--- config.mk ---
export PLATFORM = sky130hd
export DESIGN_NAME = brc_top
export DESIGN_NICKNAME = d
export VERILOG_FILES = /design/src/rtl/brc_pkg.sv /design/src/rtl/brc_boot_sampler.sv /design/src/rtl/brc_cfg_regs.sv /design/src/rtl/brc_addr_decode.sv /design/src/rtl/brc_top.sv
export SDC_FILE = /design/constraint.sdc
export NUM_CORES = 1
export LEC_CHECK = 0
export ABC_CLOCK_PERIOD_IN_PS = 1400
export BUFFER_PORTS_ARGS = -buffer_cell sky130_fd_sc_hd__buf_2
export CORE_MARGIN = 2
export CORE_UTILIZATION = 25
export CTS_CLUSTER_SIZE = 16
export DETAILED_ROUTE_END_ITERATION = 16
export GPL_TIMING_DRIVEN = 0
export PLACE_DENSITY_LB_ADDON = 0.1
export SYNTH_ARGS = -nofsm -noshare
export SYNTH_HDL_FRONTEND = slang
export SYNTH_HIERARCHICAL = 1
export SYNTH_SLANG_ARGS = --single-unit
--- constraint.sdc ---
create_clock -name clk -period 1.4 [get_ports clk]
set_input_delay 0 -clock clk [delete_from_list [all_inputs] [get_ports clk]]
set_output_delay 0 -clock clk [all_outputs]
set_load 0.005 [all_outputs]
--- src/rtl/brc_pkg.sv ---
package brc_pkg;
   typedef enum logic [1:0] {
      TGT_NONE = 2'd0,
      TGT_EXT  = 2'd1,
      TGT_PRI  = 2'd2,
      TGT_EMU  = 2'd3
   } tgt_e;

   localparam logic REG_REMAP = 1'b0;
   localparam logic REG_MODE  = 1'b1;
endpackage

--- src/rtl/brc_boot_sampler.sv ---
module brc_boot_sampler #(
   parameter int QUAL = 10
) (
   input  logic clk,
   input  logic rst_n,
   input  logic pin,
   output logic boot_hi_o
);
   if (QUAL < 2) begin : g_bad_qual
      $error("brc_boot_sampler: QUAL must be at least 2");
   end

   logic [QUAL-2:0] hist_q;
   logic [QUAL-1:0] window;
   logic            boot_q;

   assign window = {hist_q, pin};

   // runs only while reset is held; result frozen at release
   always_ff @(posedge clk) begin
      if (!rst_n) begin
         hist_q <= window[QUAL-2:0];
         boot_q <= &window;
      end
   end

   assign boot_hi_o = boot_q;

   assert_boot_latched_R2: assert property (@(posedge clk) disable iff (!rst_n)
      $past(rst_n) |-> $stable(boot_hi_o));
endmodule

--- src/rtl/brc_cfg_regs.sv ---
module brc_cfg_regs
   import brc_pkg::*;
#(
   parameter int DW = 8
) (
   input  logic          clk,
   input  logic          rst_n,
   input  logic          we,
   input  logic          sel,
   input  logic [DW-1:0] wdata,
   output logic          remap_o,
   output logic          prot_o
);
   if (DW < 1) begin : g_bad_dw
      $error("brc_cfg_regs: DW must be at least 1");
   end

   localparam logic [DW-1:0] MODE_OPEN = DW'(1);
   localparam logic [DW-1:0] MODE_LOCK = '0;

   logic remap_q, prot_q;

   always_ff @(posedge clk) begin
      if (!rst_n) begin
         remap_q <= 1'b0;
         prot_q  <= 1'b1;
      end else if (we) begin
         if (sel == REG_REMAP) begin
            if (wdata[0]) remap_q <= 1'b1;
         end else begin
            if (wdata == MODE_OPEN)      prot_q <= 1'b0;
            else if (wdata == MODE_LOCK) prot_q <= 1'b1;
         end
      end
   end

   assign remap_o = remap_q;
   assign prot_o  = prot_q;

   assert_remap_sticky_R5: assert property (@(posedge clk) disable iff (!rst_n)
      ($past(rst_n) && $past(remap_o)) |-> remap_o);
   assert_mode_open_R7: assert property (@(posedge clk) disable iff (!rst_n)
      (we && sel == REG_MODE && wdata == MODE_OPEN) |=> !prot_o);
   assert_mode_lock_R7: assert property (@(posedge clk) disable iff (!rst_n)
      (we && sel == REG_MODE && wdata == MODE_LOCK) |=> prot_o);
endmodule

--- src/rtl/brc_addr_decode.sv ---
module brc_addr_decode
   import brc_pkg::*;
#(
   parameter int              AW       = 32,
   parameter int              NUM_CS   = 8,
   parameter int              LOW_LOG2 = 20,
   parameter int              RAM_LOG2 = 20,
   parameter int              CS_LOG2  = 24,
   parameter logic [AW-1:0]   PRI_BASE = 32'h0030_0000,
   parameter logic [AW-1:0]   EMU_BASE = 32'h0040_0000,
   parameter logic [AW-1:0]   EXT_BASE = 32'h0100_0000
) (
   input  logic              valid,
   input  logic              write,
   input  logic [AW-1:0]     addr,
   input  logic              remap,
   input  logic              boot_hi,
   input  logic              prot,
   output logic [NUM_CS-1:0] sel_ext,
   output logic              sel_pri,
   output logic              sel_emu,
   output logic              abort
);
   localparam int LTW = AW - LOW_LOG2;
   localparam int RTW = AW - RAM_LOG2;
   localparam int CTW = AW - CS_LOG2;

   if (NUM_CS < 1 || NUM_CS > 8) begin : g_bad_cs
      $error("brc_addr_decode: NUM_CS out of range");
   end
   if (LOW_LOG2 > RAM_LOG2 || RAM_LOG2 > CS_LOG2 || CS_LOG2 >= AW) begin : g_bad_win
      $error("brc_addr_decode: window sizes must nest");
   end

   logic              low_hit, pri_hit, emu_hit;
   logic [NUM_CS-1:0] cs_hit;
   tgt_e              tgt;
   logic [NUM_CS-1:0] ext_vec;
   logic              blocked, go;

   assign low_hit = (addr[AW-1:LOW_LOG2] == LTW'(0));
   assign pri_hit = (addr[AW-1:RAM_LOG2] == PRI_BASE[AW-1:RAM_LOG2]);
   assign emu_hit = (addr[AW-1:RAM_LOG2] == EMU_BASE[AW-1:RAM_LOG2]);

   for (genvar k = 0; k < NUM_CS; k++) begin : g_cs
      localparam logic [CTW-1:0] TAG = EXT_BASE[AW-1:CS_LOG2] + CTW'(k);
      assign cs_hit[k] = (addr[AW-1:CS_LOG2] == TAG);
   end

   always_comb begin
      tgt     = TGT_NONE;
      ext_vec = '0;
      if (low_hit) begin
         if (remap)        tgt = TGT_PRI;
         else if (boot_hi) tgt = TGT_EMU;
         else begin
            tgt        = TGT_EXT;
            ext_vec[0] = 1'b1;
         end
      end else if (pri_hit) begin
         tgt = TGT_PRI;
      end else if (emu_hit) begin
         tgt = TGT_EMU;
      end else if (|cs_hit) begin
         if (cs_hit[0] || remap) begin
            tgt     = TGT_EXT;
            ext_vec = cs_hit;
         end
      end
   end

   assign blocked = (tgt == TGT_EMU) && write && prot;
   assign abort   = valid && ((tgt == TGT_NONE) || blocked);
   assign go      = valid && !abort;
   assign sel_ext = (go && tgt == TGT_EXT) ? ext_vec : '0;
   assign sel_pri = go && (tgt == TGT_PRI);
   assign sel_emu = go && (tgt == TGT_EMU);
endmodule

--- src/rtl/brc_top.sv ---
module brc_top #(
   parameter int            AW       = 32,
   parameter int            DW       = 8,
   parameter int            NUM_CS   = 8,
   parameter int            QUAL     = 10,
   parameter int            LOW_LOG2 = 20,
   parameter int            RAM_LOG2 = 20,
   parameter int            CS_LOG2  = 24,
   parameter logic [AW-1:0] PRI_BASE = 32'h0030_0000,
   parameter logic [AW-1:0] EMU_BASE = 32'h0040_0000,
   parameter logic [AW-1:0] EXT_BASE = 32'h0100_0000
) (
   input  logic              clk,
   input  logic              rst_n,
   input  logic              boot_pin,
   input  logic              cfg_we,
   input  logic              cfg_sel,
   input  logic [DW-1:0]     cfg_wdata,
   input  logic              bus_valid,
   input  logic              bus_write,
   input  logic [AW-1:0]     bus_addr,
   output logic [NUM_CS-1:0] sel_ext,
   output logic              sel_pri,
   output logic              sel_emu,
   output logic              bus_abort
);
   logic boot_hi, remap, prot;

   brc_boot_sampler #(.QUAL(QUAL)) u_boot (
      .clk(clk), .rst_n(rst_n), .pin(boot_pin), .boot_hi_o(boot_hi));

   brc_cfg_regs #(.DW(DW)) u_cfg (
      .clk(clk), .rst_n(rst_n), .we(cfg_we), .sel(cfg_sel),
      .wdata(cfg_wdata), .remap_o(remap), .prot_o(prot));

   brc_addr_decode #(
      .AW(AW), .NUM_CS(NUM_CS), .LOW_LOG2(LOW_LOG2), .RAM_LOG2(RAM_LOG2),
      .CS_LOG2(CS_LOG2), .PRI_BASE(PRI_BASE), .EMU_BASE(EMU_BASE),
      .EXT_BASE(EXT_BASE)
   ) u_dec (
      .valid(bus_valid), .write(bus_write), .addr(bus_addr),
      .remap(remap), .boot_hi(boot_hi), .prot(prot),
      .sel_ext(sel_ext), .sel_pri(sel_pri), .sel_emu(sel_emu),
      .abort(bus_abort));

   assert_one_target_R9: assert property (@(posedge clk) disable iff (!rst_n)
      $onehot0({sel_ext, sel_pri, sel_emu, bus_abort}));
   assert_idle_quiet_R9: assert property (@(posedge clk) disable iff (!rst_n)
      !bus_valid |-> (!bus_abort && sel_ext == '0 && !sel_pri && !sel_emu));
   assert_blocked_write_R6: assert property (@(posedge clk) disable iff (!rst_n)
      (bus_valid && bus_write && prot) |-> !sel_emu);
   assert_remap_opens_low_R4: assert property (@(posedge clk) disable iff (!rst_n)
      (remap && bus_valid && bus_addr[AW-1:LOW_LOG2] == '0) |-> sel_pri);

   if (NUM_CS > 1) begin : g_gate_chk
      assert_cs_gated_R3: assert property (@(posedge clk) disable iff (!rst_n)
         !remap |-> (sel_ext[NUM_CS-1:1] == '0));
   end
endmodule

Word-level counts from Yosys, hierarchy flattened. Index checks and enable logic that the tools add are counted. Widths: inputs -> output; s select.

Output and inout port bits: 11. Register bits after elaboration: 12. Input bits: 47.

Eq/ne operators: 14. Muxes and demuxes: 18. Bitwise logic cells: 1. Reduce and logical (&&, ||, !) cells: 18.

Operator list (number): $mux 8 (5); $eq 8x3->1 const B (4); $eq 8x1->1 const B (2); $eq 8x2->1 const B (2); $eq 12x2->1 const B (1); $eq 12x3->1 const B (1); $logic_not 12->1 (1); $mux 2 (6); $reduce_and 10->1 (1); $eq 8x4->1 const B (1); $logic_not 8->1 (1); $reduce_or 8->1 (1); $logic_and 1x1->1 (7); $mux 7 (1); $mux 1 (6); $reduce_and 3->1 (2); $eq 2x2->1 const B (2); $eq 2x1->1 const B (1); $logic_not 2->1 (1); $logic_or 1x1->1 (2); $reduce_bool 2->1 (1); $logic_not 1->1 (1); $not 1->1 (1).

Longest topological paths before layout.
Depth in word-level cells: 16. Mapped depth: 6. Mapped depth without buffers: 5.

Modules after synthesis. The synthesis kept the hierarchy.

Modules (own cells, without submodules): brc_boot_sampler (cells an instance 15, instances 1, area each 330.3 µm²); brc_addr_decode (cells an instance 47, instances 1, area each 281.5 µm²); brc_cfg_regs (cells an instance 11, instances 1, area each 107.6 µm²).

Worst setup path after synthesis. Ideal clock, no wire load.

Path kind: reg2out. Start: register u_cfg.remap_q, in the netlist u_cfg/remap_o. End: output bus_abort. Slack: 0.085 ns. Required time: 1.400 ns. Data arrival time: 1.315 ns. Cell stages (with the launch flop): 6. Cell sequence: dfxtp_1 -> and3b_1 -> a2111oi_2 -> o2bb2ai_1 -> or2_1 -> a21boi_1.

Word-level cells in the longest chain between the ends: 11. Elaborated cells between the ends (all ways): 13.

RTL lines: from (decl) (line brc_cfg_regs.sv:21) `logic remap_q, prot_q;`; from (signal assigned) (line brc_cfg_regs.sv:25) `remap_q <= 1'b0;`; from (signal assigned) (line brc_cfg_regs.sv:29) `if (wdata[0]) remap_q <= 1'b1;`; $logic_or 1x1->1 (line brc_addr_decode.sv:65) `if (cs_hit[0] || remap) begin`; $mux 1 (line brc_addr_decode.sv:65); $mux 2 (line brc_addr_decode.sv:64) `end else if (|cs_hit) begin`; $mux 2 (line brc_addr_decode.sv:62) `end else if (emu_hit) begin`; $mux 2 (line brc_addr_decode.sv:60) `end else if (pri_hit) begin`; $mux 2 * (line brc_addr_decode.sv:53) `if (low_hit) begin`; $eq 2x2->1 (line brc_addr_decode.sv:72) `assign blocked = (tgt == TGT_EMU) && write && prot;`; $logic_and 1x1->1 (2 in a row) (line brc_addr_decode.sv:72); $logic_or 1x1->1 * (line brc_addr_decode.sv:73) `assign abort = valid && ((tgt == TGT_NONE) || blocked);`; $logic_and 1x1->1 * (line brc_addr_decode.sv:73); to (decl) (line brc_top.sv:25) `output logic bus_abort`.

Mark *: on every way between the ends. The rest lies on a longest branch, timed or not.

Worst setup path in the final report. Same ends and word-level chain as after synthesis.

==> flow_metrics.env <==
export IMPL_status="finished with violations"
export IMPL_violations="setup timing"
export IMPL_io_buffers=36
export IMPL_start_util_pct=26.3
export IMPL_cp_max_fo=5
export IMPL_grt_max_degree=11
export IMPL_synthArstFlopShare_pct=0
export IMPL_synth_top_area_share_pct=41.7
export IMPL_fmax_mhz=613
export IMPL_multi_input_area_um2=419
export IMPL_arrival_ps=1630
export IMPL_synth_top_flop_cell="edfxtp_1"
export IMPL_via_per_inst=4.91
export IMPL_yosys_area_top_type="edfxtp_1"
export IMPL_setup_slack_ps=-231
export IMPL_ys_seq_area_share_pct=47.3
export IMPL_final_layout_size_suffix_gt1_share_pct=50.0
export IMPL_diodes=0
export IMPL_clk_path_buf_depth=2
export IMPL_synthTopCellsByCount="edfxtp_1, nor2_1, nand2_1"
export IMPL_synthTopCellsByArea="edfxtp_1, dfxtp_1, nor2_1, nand2_1, nand4_1"
export IMPL_drt_iter0_drc=31
export IMPL_required_ps=1400
export IMPL_power_density_nw_per_um2=701
export IMPL_drc_errors=0
export IMPL_min_period_ps=1630
export IMPL_maxCapViolCount=0
export IMPL_vias=732
export IMPL_rsz0062_at_grt="yes"
export IMPL_coreArea_um2=2730
export IMPL_dpl_hpwl_mm=1.35
export IMPL_synth_edf_count=10
export IMPL_io_pin_count=58
export IMPL_p_leak_nw=0.440
export IMPL_hold_viol_final=0
export IMPL_dieHeight_um=57.6
export IMPL_yosys_warnings=6
export IMPL_cts_made_buffers=3
export IMPL_root_buffer="clkbuf_4"
export IMPL_hold_depth=3
export IMPL_cp_start_kind="register"
export IMPL_die_area_um2=3320
export IMPL_power_mw=0.746
export IMPL_syn_cell_area_um2=719
export IMPL_synthCells=73
export IMPL_hold_path_class="primary input to register"
export IMPL_htreeDepth=1
export IMPL_synthesis_nets=120
export IMPL_n_fill_cell=281
export IMPL_num_rows=19
export IMPL_cts_tree="built"
export IMPL_grtUsageTotal_pct=10.6
export IMPL_peakVddDrop_mv=0.686
export IMPL_wl_mm=1.78
export IMPL_worst_setup_path_type="register to primary output"
export IMPL_antenna_found_initial=0
export IMPL_synth_cell_types=30
export IMPL_r2r_cells=2
export IMPL_slew_viol_final=0
export IMPL_ys_seq_elements=12
export IMPL_grt_pass1_vias=665
export IMPL_cp_end_kind="primary output"
export IMPL_grt_overflow_total=0
export IMPL_final_util_pct=38.9
export IMPL_maxSlewHeadroom_pct=66.1
export IMPL_place_ws_ps=-244
export IMPL_final_nets=166
export IMPL_syn_avg_cell_area_um2=9.86
export IMPL_timing_final_crit_share_pct=116
export IMPL_cts_clk_slew_worst_paths_ps=70
export IMPL_syn2layout_area_growth_pct=48.0
export IMPL_die_w_um=57.6
export IMPL_wl_per_cell_um=12.0
export IMPL_fin_skew_ps=0.744
export IMPL_setup_violations=11
export IMPL_final_antenna_net_count=0
export IMPL_regArea_um2=342
export IMPL_drt_pass1_iter_count=4
export IMPL_cts_sinks=12
export IMPL_clk_latency_ps=260
export IMPL_worstMarginPinSlew_ps=504
export IMPL_place_congestion=0.726
export IMPL_grt_first_pass_wirelength_mm=2.73
-- per-stage QoR --
stage          hold WS [ps]  area (um2)  cells  setup TNS [ps]
2_1_floorplan          35.4         719     73               0
3_3_place_gp            192         938    140            -642
3_5_place_dp            194         938    140            -721
4_1_cts                26.0        1050    149           -1600
5_1_grt                43.0        1060    149           -2690
6_report               35.7        1060    149           -1390
-- critical path, cell delays in order (launching register included) --
cell,delay (ps)
dfxtp_2,340
and3b_1,200
a2111oi_4,250
o2bb2ai_2,110
or2_1,230
a21boi_1,110
buf_2,120
-- cell usage in the layout (no fill, tap or decap), types with 2 or more instances in the layout --
| master | count |
|---|---|
| and3b_1 | 2 |
| buf_2 | 36 |
| buf_4 | 3 |
| clkbuf_4 | 3 |
| dlygate4sd3_1 | 2 |
| edfxtp_1 | 10 |
| inv_1 | 3 |
| nand2_1 | 7 |
| nand2b_1 | 2 |
| nand3_1 | 3 |
| nand4_1 | 4 |
| nor2_1 | 9 |
| nor3_1 | 5 |
| nor4_2 | 3 |
-- registers in the layout, indices dropped and copies added (netlist names) --
register / flops
u_cfg/prot_o: 1
u_boot/hist_q: 9
u_boot/boot_hi_o: 1
u_cfg/remap_o: 1
-- report_power, final --
| part | internal (mW) | switching (mW) |
|---|---|---|
| sequential | 0.408 | 0.00983 |
| clock | 0.103 | 0.110 |
| combinational | 0.0539 | 0.0612 |
-- path summary, 6_finish.rpt --
kind / start / end / slack [ps]
worst max-delay path: u_cfg/remap_o / bus_abort / -230
worst min-delay path: cfg_wdata[0] / u_cfg/prot_o / 40
worst max register to register: u_cfg/prot_o / u_cfg/prot_o / 570
worst min register to register: u_boot/hist_q[3] / u_boot/hist_q[4] / 450
-- per-layer routing --
metal / global-route usage, % / routed length [um]
met2: 16.1 / 836
met4: 4.32 / 0
met5: 0 / 0
met1: 13.8 / 781
met3: 3.57 / 164
-- logic make-up after synthesis --
logic type | Yosys count | share of synthesized area [%]
mux | 1 | 2.09
flops | 12 | 47.3
buf+inv | 4 | 2.26
simple gates | 47 | 37.9
compound gates | 9 | 10.4
-- what timing repair did --
| action | CTS | global route |
|---|---|---|
| setup endpoints to repair | 11 | 11 |
| pin swaps | 8 | 3 |
| buffers inserted | 3 | 0 |
| endpoints found under the hold margin | 2 | 0 |
| hold buffers | 2 | 0 |
| gates resized for setup | 9 | 2 |
-- final cells by class --
cell class | count | share of cell area, %
Buffer | 1 | 0.470
Clock buffer | 3 | 2.12
Clock inverter | 1 | 0.353
Inverter | 3 | 1.06
Multi-Input combinational cell | 57 | 39.4
Sequential cell | 12 | 32.1
Tap cell | 31 | 3.64
Timing Repair Buffer | 41 | 20.9
Note: power is estimated with default switching activity, not from simulation.
